`src/rtl/cardLenPkg.sv`:
```
package cardLenPkg;

  typedef enum logic [1:0] {
    MODE_BLK_CNT  = 2'b00,
    MODE_MULTI    = 2'b01,
    MODE_STREAM   = 2'b10,
    MODE_BLK_STOP = 2'b11
  } xferMode_e;

  typedef enum logic [1:0] {
    ST_IDLE    = 2'b00,
    ST_WAIT_RX = 2'b01,
    ST_WAIT_TX = 2'b10
  } dpState_e;

  // strobes from the control FSM to the datapath
  typedef struct packed {
    logic ctlWr;
    logic load;
    logic dec;
    logic clrEn;
    logic setErr;
  } pathStb_t;

endpackage

```
`src/rtl/cardLenPath.sv`:
```
module cardLenPath
  import cardLenPkg::*;
#(
  parameter int LEN_W    = 25,
  parameter int CODE_W   = 4,
  parameter int MAX_CODE = 14
) (
  input  logic             clk,
  input  logic             rstN,
  input  pathStb_t         stb,
  input  logic [7:0]       ctlWrData,
  input  logic             lenWrEn,
  input  logic [LEN_W-1:0] lenWrData,
  input  logic             ddrMode,
  output logic             enBit,
  output logic             dirBit,
  output logic             cfgBad,
  output logic             effZero,
  output logic             cntOne,
  output logic [7:0]       ctlRd,
  output logic [LEN_W-1:0] effLen,
  output logic [LEN_W-1:0] count,
  output logic             cfgErr
);

  localparam logic [LEN_W-1:0] ALL_ONES = '1;
  localparam logic [LEN_W-1:0] ONE      = LEN_W'(1);

  logic [CODE_W-1:0] sizeCode;
  xferMode_e         mode;
  logic [LEN_W-1:0]  lenReg;
  logic [LEN_W-1:0]  blkMask;
  logic              blockMode;

  always_ff @(posedge clk) begin
    if (!rstN) begin
      sizeCode <= '0;
      mode     <= MODE_BLK_CNT;
      dirBit   <= 1'b0;
      enBit    <= 1'b0;
      cfgErr   <= 1'b0;
    end else if (stb.ctlWr) begin
      sizeCode <= ctlWrData[CODE_W-1:0];
      mode     <= xferMode_e'(ctlWrData[5:4]);
      dirBit   <= ctlWrData[6];
      enBit    <= ctlWrData[7];
      cfgErr   <= 1'b0;
    end else begin
      if (stb.clrEn)  enBit  <= 1'b0;
      if (stb.setErr) cfgErr <= 1'b1;
    end
  end

  always_ff @(posedge clk) begin
    if (!rstN)        lenReg <= '0;
    else if (lenWrEn) lenReg <= lenWrData;
  end

  always_ff @(posedge clk) begin
    if (!rstN)         count <= '0;
    else if (stb.load) count <= effLen;
    else if (stb.dec)  count <= count - ONE;
  end

  always_comb begin
    blockMode = (mode == MODE_BLK_CNT) || (mode == MODE_BLK_STOP);
    blkMask   = ALL_ONES << sizeCode;
    effLen    = blockMode ? (lenReg & blkMask) : lenReg;
    effZero   = (effLen == '0);
    cfgBad    = (int'(sizeCode) > MAX_CODE) || (ddrMode && (sizeCode == '0));
    cntOne    = (count == ONE);
    ctlRd     = {enBit, dirBit, mode, sizeCode};
  end

endmodule

```
`src/rtl/cardLenFsm.sv`:
```
module cardLenFsm
  import cardLenPkg::*;
(
  input  logic     clk,
  input  logic     rstN,
  input  logic     ctlWrEn,
  input  logic     cmdStart,
  input  logic     byteStb,
  input  logic     enBit,
  input  logic     dirBit,
  input  logic     cfgBad,
  input  logic     effZero,
  input  logic     cntOne,
  output pathStb_t stb,
  output logic     active,
  output logic     waitRx,
  output logic     waitTx,
  output logic     done
);

  dpState_e state, stateNext;
  logic     startNow;
  logic     doneNext;

  always_comb begin
    stateNext = state;
    doneNext  = 1'b0;
    stb       = '0;
    startNow  = (state == ST_IDLE) && (enBit || cmdStart);
    stb.ctlWr = ctlWrEn && (state == ST_IDLE) && !startNow;
    if (startNow) begin
      if (cfgBad) begin
        stb.setErr = 1'b1;
        stb.clrEn  = 1'b1;
      end else if (effZero) begin
        stb.clrEn = 1'b1;
        doneNext  = 1'b1;
      end else begin
        stb.load  = 1'b1;
        stateNext = dirBit ? ST_WAIT_RX : ST_WAIT_TX;
      end
    end else if ((state != ST_IDLE) && byteStb) begin
      stb.dec = 1'b1;
      if (cntOne) begin
        stb.clrEn = 1'b1;
        doneNext  = 1'b1;
        stateNext = ST_IDLE;
      end
    end
  end

  always_ff @(posedge clk) begin
    if (!rstN) begin
      state <= ST_IDLE;
      done  <= 1'b0;
    end else begin
      state <= stateNext;
      done  <= doneNext;
    end
  end

  always_comb begin
    waitRx = (state == ST_WAIT_RX);
    waitTx = (state == ST_WAIT_TX);
    active = waitRx || waitTx;
  end

endmodule

```
`src/rtl/cardLenCtrl.sv`:
```
module cardLenCtrl
  import cardLenPkg::*;
#(
  parameter int LEN_W    = 25,
  parameter int CODE_W   = 4,
  parameter int MAX_CODE = 14
) (
  input  logic             clk,
  input  logic             rstN,
  input  logic             ctlWrEn,
  input  logic [7:0]       ctlWrData,
  input  logic             lenWrEn,
  input  logic [LEN_W-1:0] lenWrData,
  input  logic             ddrMode,
  input  logic             cmdStart,
  input  logic             byteStb,
  output logic [7:0]       ctlRd,
  output logic [LEN_W-1:0] effLen,
  output logic [LEN_W-1:0] count,
  output logic             active,
  output logic             waitRx,
  output logic             waitTx,
  output logic             done,
  output logic             cfgErr
);

  pathStb_t stb;
  logic     enBit, dirBit, cfgBad, effZero, cntOne;

  cardLenFsm u_fsm (
    .clk      (clk),
    .rstN     (rstN),
    .ctlWrEn  (ctlWrEn),
    .cmdStart (cmdStart),
    .byteStb  (byteStb),
    .enBit    (enBit),
    .dirBit   (dirBit),
    .cfgBad   (cfgBad),
    .effZero  (effZero),
    .cntOne   (cntOne),
    .stb      (stb),
    .active   (active),
    .waitRx   (waitRx),
    .waitTx   (waitTx),
    .done     (done)
  );

  cardLenPath #(
    .LEN_W    (LEN_W),
    .CODE_W   (CODE_W),
    .MAX_CODE (MAX_CODE)
  ) u_path (
    .clk       (clk),
    .rstN      (rstN),
    .stb       (stb),
    .ctlWrData (ctlWrData),
    .lenWrEn   (lenWrEn),
    .lenWrData (lenWrData),
    .ddrMode   (ddrMode),
    .enBit     (enBit),
    .dirBit    (dirBit),
    .cfgBad    (cfgBad),
    .effZero   (effZero),
    .cntOne    (cntOne),
    .ctlRd     (ctlRd),
    .effLen    (effLen),
    .count     (count),
    .cfgErr    (cfgErr)
  );

endmodule

```
`config.mk`:
```
export PLATFORM = sky130hd
export DESIGN_NAME = cardLenCtrl
export DESIGN_NICKNAME = d
export VERILOG_FILES = /design/src/rtl/cardLenPkg.sv /design/src/rtl/cardLenPath.sv /design/src/rtl/cardLenFsm.sv /design/src/rtl/cardLenCtrl.sv
export SDC_FILE = /design/constraint.sdc
export NUM_CORES = 1
export LEC_CHECK = 0
export CORE_MARGIN = 2
export CORE_UTILIZATION = 44
export CTS_BUF_LIST = sky130_fd_sc_hd__clkbuf_2
export CTS_CLUSTER_DIAMETER = 50
export CTS_CLUSTER_SIZE = 12
export DETAILED_ROUTE_END_ITERATION = 6
export PLACE_DENSITY = 0.81
export SYNTH_ARGS = -nofsm -noshare
export SYNTH_HDL_FRONTEND = slang
export SYNTH_SLANG_ARGS = --single-unit
```
`constraint.sdc`:
```
create_clock -name clk -period 2.5 [get_ports clk]
set_input_delay 0.375 -clock clk [delete_from_list [all_inputs] [get_ports clk]]
set_output_delay 0.375 -clock clk [all_outputs]
set_load 0.01 [all_outputs]
```
======== Word-level counts from Yosys, hierarchy flattened ========
Cells that the tools add are included.
word-level totals
  flip-flop bits (word level) ............. 62
  output and inout port bits .............. 63
  logic and storage cells ................. 66
cells by class
  add/sub/neg operators ................... 1
  order comparisons ....................... 1
  eq/ne operators ......................... 6
  shifts and indexed selects .............. 1
  multiplexer cells ....................... 25
  bitwise operators ....................... 2
  reduce and logical (&&, ||, !) cells .... 21
operators by type and width
  cell                   number
  $mux 25                3
  $and 25x25->25         1
  $eq 25x1->1 const B    1
  $logic_not 25->1       1
  $shl 25x4->25 const A  1
  $sub 25x1->25 const B  1
  $mux 1                 15
  $mux 2                 7
  $reduce_bool 2->1      5
  $logic_and 1x1->1      5
  $eq 2x2->1 const B     2
  $gt 4x4->1 const B     1
  $logic_not 2->1        2
  $logic_not 4->1        1
  $logic_or 1x1->1       4
  $ne 2x2->1 const B     2
  $reduce_and 4->1       1
  $eq 2x1->1 const B     1
  $reduce_or 2->1        1
  $logic_not 1->1        1
  $not 1->1              1

======== Logic depth before layout (Yosys ltp) ========
Gate-level depths: netlist (run 1).
  word-level depth ........................ 9
  depth in mapped cells ................... 9

======== By module ========
Synthesis (run 1) repeated with hierarchy kept, for this count alone.
unflattened totals
  cell total of the unflattened synthesis .. 382
  area total of the unflattened synthesis .. 3284.4 sq um
by module, submodules not included
  module       times used  cells each  area an instance (sq um)
  cardLenPath  1           356         3065.4
  cardLenFsm   1           26          219.0

======== Least setup slack after synthesis (run 1) ========
No wires, ideal clock.
  kind .................................... register -> register
  from .................................... register u_path.count[4]
  to ...................................... register u_path.count[18]
  library setup time ...................... 0.132 ns
  data arrival time ....................... 2.321 ns
  data required time ...................... 2.368 ns
  setup slack ............................. 0.047 ns
  cell stages (with the launch flop) ...... 10
  buffers on the path ..................... 2
  clock period less this slack ............ 2.453 ns
  cells stage by stage .................... dfxtp_1 -> buf_6 -> or4_4 -> or3_1 -> buf_2 -> nor4_4 -> nand2_2 -> or4_1 -> nand3_1 -> a31oi_1
between the ends
  longest elaborated chain between the ends .. 3
RTL lines
  what                      RTL line           source
  start: declaration        cardLenPath.sv:22  output logic [LEN_W-1:0] count,
  start signal: assignment  cardLenPath.sv:61  else if (stb.load) count <= effLen;
  start signal: assignment  cardLenPath.sv:62  else if (stb.dec) count <= count - ONE;
  $sub 25x1->25             cardLenPath.sv:62
  $mux 25                   cardLenPath.sv:62
  $mux 25                   cardLenPath.sv:61
Every way passes these cells. The select of a mux whose other input is x is not followed.
A chain may end at the register's enable or synchronous reset.

======== Worst setup path after layout (run 1) ========
Ends and elaborated chain as after synthesis.

==> results of run 1 <==
-- repair_timing --
item	in CTS	in global routing
gates cloned	0	0
setup endpoints to repair	13	8
resized for setup	19	5
pin swaps	2	2
buffers inserted	3	1
-- per-layer routing --
metal	GRT usage	up-vias
li1	-	1636
met2	0.386	128
met4	0.0974	0
met3	0.0484	15
met1	0.319	1636
met5	0	-
-- layout by cell type, fill, tap and decap left out, types with 27 or more instances in the layout --
| cell | count |
|---|---|
| mux2i_1 | 29 |
| clkdlybuf4s50_1 | 96 |
| nand2_1 | 31 |
| a21oi_1 | 27 |
| buf_4 | 33 |
| nor2_1 | 48 |
| dfxtp_1 | 58 |
-- worst paths after layout --
| check | from | slack [ns] | depth (start not counted) | endpoint |
|---|---|---|---|---|
| worst max-delay path | u_path.count[4] | 0.06 | 7 | u_path.count[18] |
| worst min-delay path | ctlWrData[4] | 0.42 | 3 | u_path.mode[0] |
| worst max register to register | u_path.count[4] | 0.06 | 7 | u_path.count[18] |
| worst min register to register | u_fsm.state[1] | 0.49 | 2 | u_fsm.state[1] |
-- power by group --
group | switching (uW) | internal, uW | total (uW)
Combinational | 437 | 448 | 885
Sequential | 81.2 | 1060 | 1140
Clock | 383 | 221 | 605
Total | 901 | 1730 | 2630
-- cell families after synthesis --
logic type / after synthesis / share of synthesized area
AO/OA/AOI/OAI: 95 / 0.196
XOR/XNOR: 9 / 0.0239
adder cells (fa/ha/maj): 5 / 0.0190
buffers and inverters: 48 / 0.0721
flip-flops: 62 / 0.376
multiplexers: 29 / 0.0880
AND/OR/NAND/NOR: 148 / 0.224
-- sequential cells by signal, indices dropped and copies added (netlist names) --
signal	flops
u_path.mode	2
u_path.sizeCode	4
u_fsm.done	1
u_path.enBit	1
u_path.cfgErr	1
u_fsm.state	2
u_path.count	25
u_path.lenReg	25
u_path.dirBit	1
-- per-stage QoR --
stage          instances  setup WS (ns)  setup TNS [ns]
2_1_floorplan        396         0.0468               0
3_3_place_gp         588          0.177               0
3_5_place_dp         588          0.117               0
4_1_cts              607         0.0245               0
5_1_grt              608        -0.0583          -0.205
6_report             608         0.0620               0
-- layout make-up --
cell class / count / area (um^2) / area share
multi-input cells: 286 / 1890 / 0.402
clock inverters: 7 / 65.1 / 0.0139
repair buffers: 136 / 1280 / 0.274
inverters: 9 / 33.8 / 0.00720
clock buffers: 9 / 45.0 / 0.00960
flip-flops and latches: 62 / 1250 / 0.267
well taps: 99 / 124 / 0.0264
-- worst min-delay path: stages --
cell and delay, ns:
clkdlybuf4s50_1 0.40, nand2_1 0.06, a21oi_1 0.05
==> run summary, run 1 <==
DR WL met2: 4700 um
routability cong.: 0.911
Crit path max-delay family: simple AND/OR/NAND/NOR gates
die height: 90.6 um
crit path cell chain: or4_4 -> or3_4 -> nor4_4 -> nand2_2 -> or4_1 -> nand3_1 -> a31oi_1
number of global-route vias before repair: 3210
clk buf depth: 2
vias post-DR: 3415
Layout area overhead: 42.3%
CTS Sinks: 62
vias per cell: 5.62
latest clock arrival within the worst-skew pair: 0.49 ns
Initial Util: 0.455
routed wl met3: 663 um
startpoint types: register
crit path max fanout: 6
HPWL Detailed: 7440 um
CTS HTree Levels: 3
post-route ant nets: 0
cells after synthesis: 396
Met1 Routed Length: 4460 um
Yosys cell types: 57
Finished Core Util: 0.647
Final Instance Area: 4690 um^2
EDFF count, synth: 0
Slew headroom: 0.691
FF+latch count, synth: 62
sequential area share after synthesis: 0.376
CTS buffer count: 9
Core ar.: 7250 um^2
worst clock skew: 0.0198 ns
full die area: 8200 um^2
P_leak: 0.00185 uW
Slowest-stage cell, CP: or4_4
num ports: 103
unrepaired setup endpoints after global routing: true
CTS tree: yes
layout cells sized above 1: 0.141
fmax: 410 MHz
total power draw: 2630 uW
Tmin final: 2.44 ns
# fillers: 646
worst vdd ir: 0.256 mV
Crit path required time: 2.90 ns
final wirelength: 9980 um
antenna violations before repair: 0
chip width: 90.6 um
count of pins over their slew limit: 0
Synth top area share: 0.376
Max Used Layer: met4
First DRT Iteration DRCs: 164
total gr overflow: 0
Hold Path Class: input port to register
Final Hold Viols: 0
first-pass GRT wire length: 16000 um
Yosys top cell by area: dfxtp_1
Post-Syn Area: 3300 um^2
Crit path arrival time: 2.84 ns
MaxCap Viol Count: 0
status: complete, no violations
largest net degree at the start of global routing: 37
DRC Markers: 0
n_diodes: 0
YS warnings: 0
Critical Path Sink Type: register
most frequent cell after synthesis: dfxtp_1
Avg WL per Cell: 16.4 um
CP bufs+invs: 0
CTS root buffer: clkbuf_2
Post-synth top cells: dfxtp_1 (62), nor2_1 (48), nand2_1 (32)
synth top area cells: dfxtp_1 (38%), mux2i_1 (8.8%), nor2_1 (5.5%)
hold slack: 0.416 ns
main flop type after synthesis: dfxtp_1
area post-placement: 4480 um^2
DRT Pass-1 Iters: 4
worst slew pin tran: 0.460 ns
final worst path period share: 0.975
num rows: 31
Reg clk slew, reported paths: 0.19 ns
# port buffers: 102
Worst path max stage delay: 0.57 ns
Total GRT Usage: 0.242
post-synthesis async set-or-reset flop share: 0
Total Nets Final: 549
Crit Path Category: register to register
Mapped Nets: 441
hold_buf cts: 0
Avg Synthesized Cell Area: 8.33 um^2
pwr dens: 561 nW/um^2
Final setup viols: 0
No activity file was read; power rests on OpenSTA's default activity.
==> run 2, diff against run 1 <==
--- a/config.mk
+++ b/config.mk
@@ -5,6 +5,7 @@
 export SDC_FILE = /design/constraint.sdc
 export NUM_CORES = 1
 export LEC_CHECK = 0
+export ABC_AREA = 0
 export CORE_MARGIN = 2
 export CORE_UTILIZATION = 44
 export CTS_BUF_LIST = sky130_fd_sc_hd__clkbuf_2
@@ -12,6 +13,7 @@
 export CTS_CLUSTER_SIZE = 12
 export DETAILED_ROUTE_END_ITERATION = 6
 export PLACE_DENSITY = 0.81
+export SLEW_MARGIN = 40
 export SYNTH_ARGS = -nofsm -noshare
 export SYNTH_HDL_FRONTEND = slang
 export SYNTH_SLANG_ARGS = --single-unit
==> results of run 2 <==
Same layout as run 1: the final DEF is identical, and so are final timing and power.
==> run 3, diff against run 2 <==
--- a/config.mk
+++ b/config.mk
@@ -7,13 +7,14 @@
 export LEC_CHECK = 0
 export ABC_AREA = 0
 export CORE_MARGIN = 2
-export CORE_UTILIZATION = 44
+export CORE_UTILIZATION = 33
 export CTS_BUF_LIST = sky130_fd_sc_hd__clkbuf_2
 export CTS_CLUSTER_DIAMETER = 50
 export CTS_CLUSTER_SIZE = 12
 export DETAILED_ROUTE_END_ITERATION = 6
-export PLACE_DENSITY = 0.81
+export PLACE_DENSITY = 0.64
 export SLEW_MARGIN = 40
 export SYNTH_ARGS = -nofsm -noshare
 export SYNTH_HDL_FRONTEND = slang
 export SYNTH_SLANG_ARGS = --single-unit
+export TNS_END_PERCENT = 5
==> run 3 against run 2 <==
The flow now finishes with violations (negative setup slack). Highest routed layer unchanged. Sequential share of layout area up 0.069 points. Largest cell class unchanged. Critical path depth down 3. Clock-buffer cell count unchanged. Worst hold slack better by 0.0043 ns. Critical path type is now register to primary output. Register-to-register slack better by 0.09 ns. Largest power group unchanged. Sequential power about the same.
==> run summary, run 3 (same netlist as run 1, synthesis figures left out) <==
final wirelength: 10100 um
startpoint types: register
number of global-route vias before repair: 3161
first-pass GRT wire length: 16500 um
final worst path period share: 1.02
worst clock skew: 0.0240 ns
Hold Path Class: input port to register
clk buf depth: 2
pwr dens: 535 nW/um^2
latest clock arrival within the worst-skew pair: 0.49 ns
crit path max fanout: 13
vias per cell: 5.27
Crit path arrival time: 2.18 ns
DRC Markers: 0
layout cells sized above 1: 0.132
post-route ant nets: 0
biggest regs: u_path.count (25), u_path.lenReg (25), u_path.sizeCode (4)
Final Instance Area: 4680 um^2
crit path cell chain: buf_4 -> nor4_2 -> o21a_1 -> clkdlybuf4s50_1
chip width: 104 um
worst hold path stage count: 3
CTS root buffer: clkbuf_2
hold_buf cts: 0
Total Nets Final: 541
Worst path max stage delay: 0.57 ns
CTS Sinks: 62
Crit Path Category: register to primary output
Initial Util: 0.339
total power draw: 2510 uW
routability cong.: 0.897
violations in the final reports: negative setup slack
antenna violations before repair: 0
Core ar.: 9730 um^2
worst vdd ir: 0.223 mV
DRT Pass-1 Iters: 5
worst slew pin tran: 0.647 ns
unrepaired setup endpoints after global routing: true
MaxCap Viol Count: 0
Setup WS post-layout: -0.0574 ns
Slew headroom: 0.564
CTS buffer count: 9
Final setup viols: 2
largest net degree at the start of global routing: 56
full die area: 10800 um^2
commonest non-fill, non-tap cell in the layout: clkdlybuf4s50_1
count of pins over their slew limit: 0
num ports: 103
num rows: 36
Critical Path Sink Type: primary output
die height: 104 um
First DRT Iteration DRCs: 152
HPWL Detailed: 7600 um
status: complete, but fails checks
area post-placement: 4480 um^2
# port buffers: 102
n_diodes: 0
Slowest-stage cell, CP: clkdlybuf4s50_1
Reg2Reg Depth: 7
P_leak: 0.00188 uW
Final Hold Viols: 0
total gr overflow: 0
fmax: 391 MHz
Total GRT Usage: 0.188
CTS HTree Levels: 3
Finished Core Util: 0.481
Crit path required time: 2.12 ns
commonest cells after routing, fill and taps aside: clkdlybuf4s50_1 (94), dfxtp_1 (57), nor2_1 (48), nand2_1 (32), mux2i_1 (29)
vias post-DR: 3339
Tmin final: 2.56 ns
Avg WL per Cell: 15.9 um
Setup TNS Final: -0.0612 ns
Reg clk slew, reported paths: 0.18 ns
Layout area overhead: 42.0%
Place WS: 0.0954 ns
CTS tree: yes
run 3: cell count changes in the layout (fill, tap and decap cells not counted), moves of 2 or more:
cell,delta
buf_4,-9
clkdlybuf4s50_1,-2
clkinv_2,+2
nor4_2,-2
dlygate4sd2_1,-4
o21a_2,+2
dlymetal6s2s_1,+6
run 3: metal layers:
metal  share of wire  vias to the layer above  GRT usage
li1                -                     1625          -
met1            0.45                     1566      0.254
met2            0.46                      135      0.296
met3           0.075                       13     0.0432
met4           0.016                        0     0.0608
met5               0                        -          0
run 3: worst max-delay path, delay by kind of cell (launching register included):
| family | cells | cell delay (ns) |
|---|---|---|
| AO/OA/AOI/OAI | 1 | 0.26 |
| AND/OR/NAND/NOR | 1 | 0.30 |
| flip-flops | 1 | 0.39 |
| buffers and inverters | 2 | 0.76 |
run 3: metrics by stage:
step                      hold slack, ns  instances
final                              0.420        634
after global routing               0.385        634
after CTS                          0.390        633
after detailed placement           0.471        617
after global placement             0.467        617
after floorplan                    0.451        396
run 3: what timing repair did:
item | 4_1_cts | 5_1_grt
buffers inserted | 0 | 1
pin swaps | 1 | 1
setup endpoints to repair | 14 | 28
gates resized for setup | 11 | 19
run 3: worst paths after layout:
kind / start / endpoint / slack, ns
hold reg to reg: u_fsm.state[0] / u_fsm.state[0] / 0.49
hold / removal: ctlWrData[3] / u_path.sizeCode[3] / 0.42
setup reg to reg: u_path.count[16] / u_fsm.state[1] / 0.15
setup / recovery: u_path.sizeCode[2] / effLen[0] / -0.06
run 3: power breakdown:
| group | switching (uW) | total (uW) | internal, uW |
|---|---|---|---|
| logic | 425 | 862 | 437 |
| clock network | 376 | 497 | 121 |
| registers | 87.6 | 1150 | 1060 |
| total | 889 | 2510 | 1620 |
run 3: layout make-up:
cell class / instances / area (um^2)
inverter: 9 / 33.8
tap: 133 / 166
clock buffer: 9 / 45.0
sequential: 62 / 1250
multi-input combinational: 286 / 1900
clock inverter: 7 / 41.3
fill: 987 / 5050
timing repair buffer: 128 / 1250
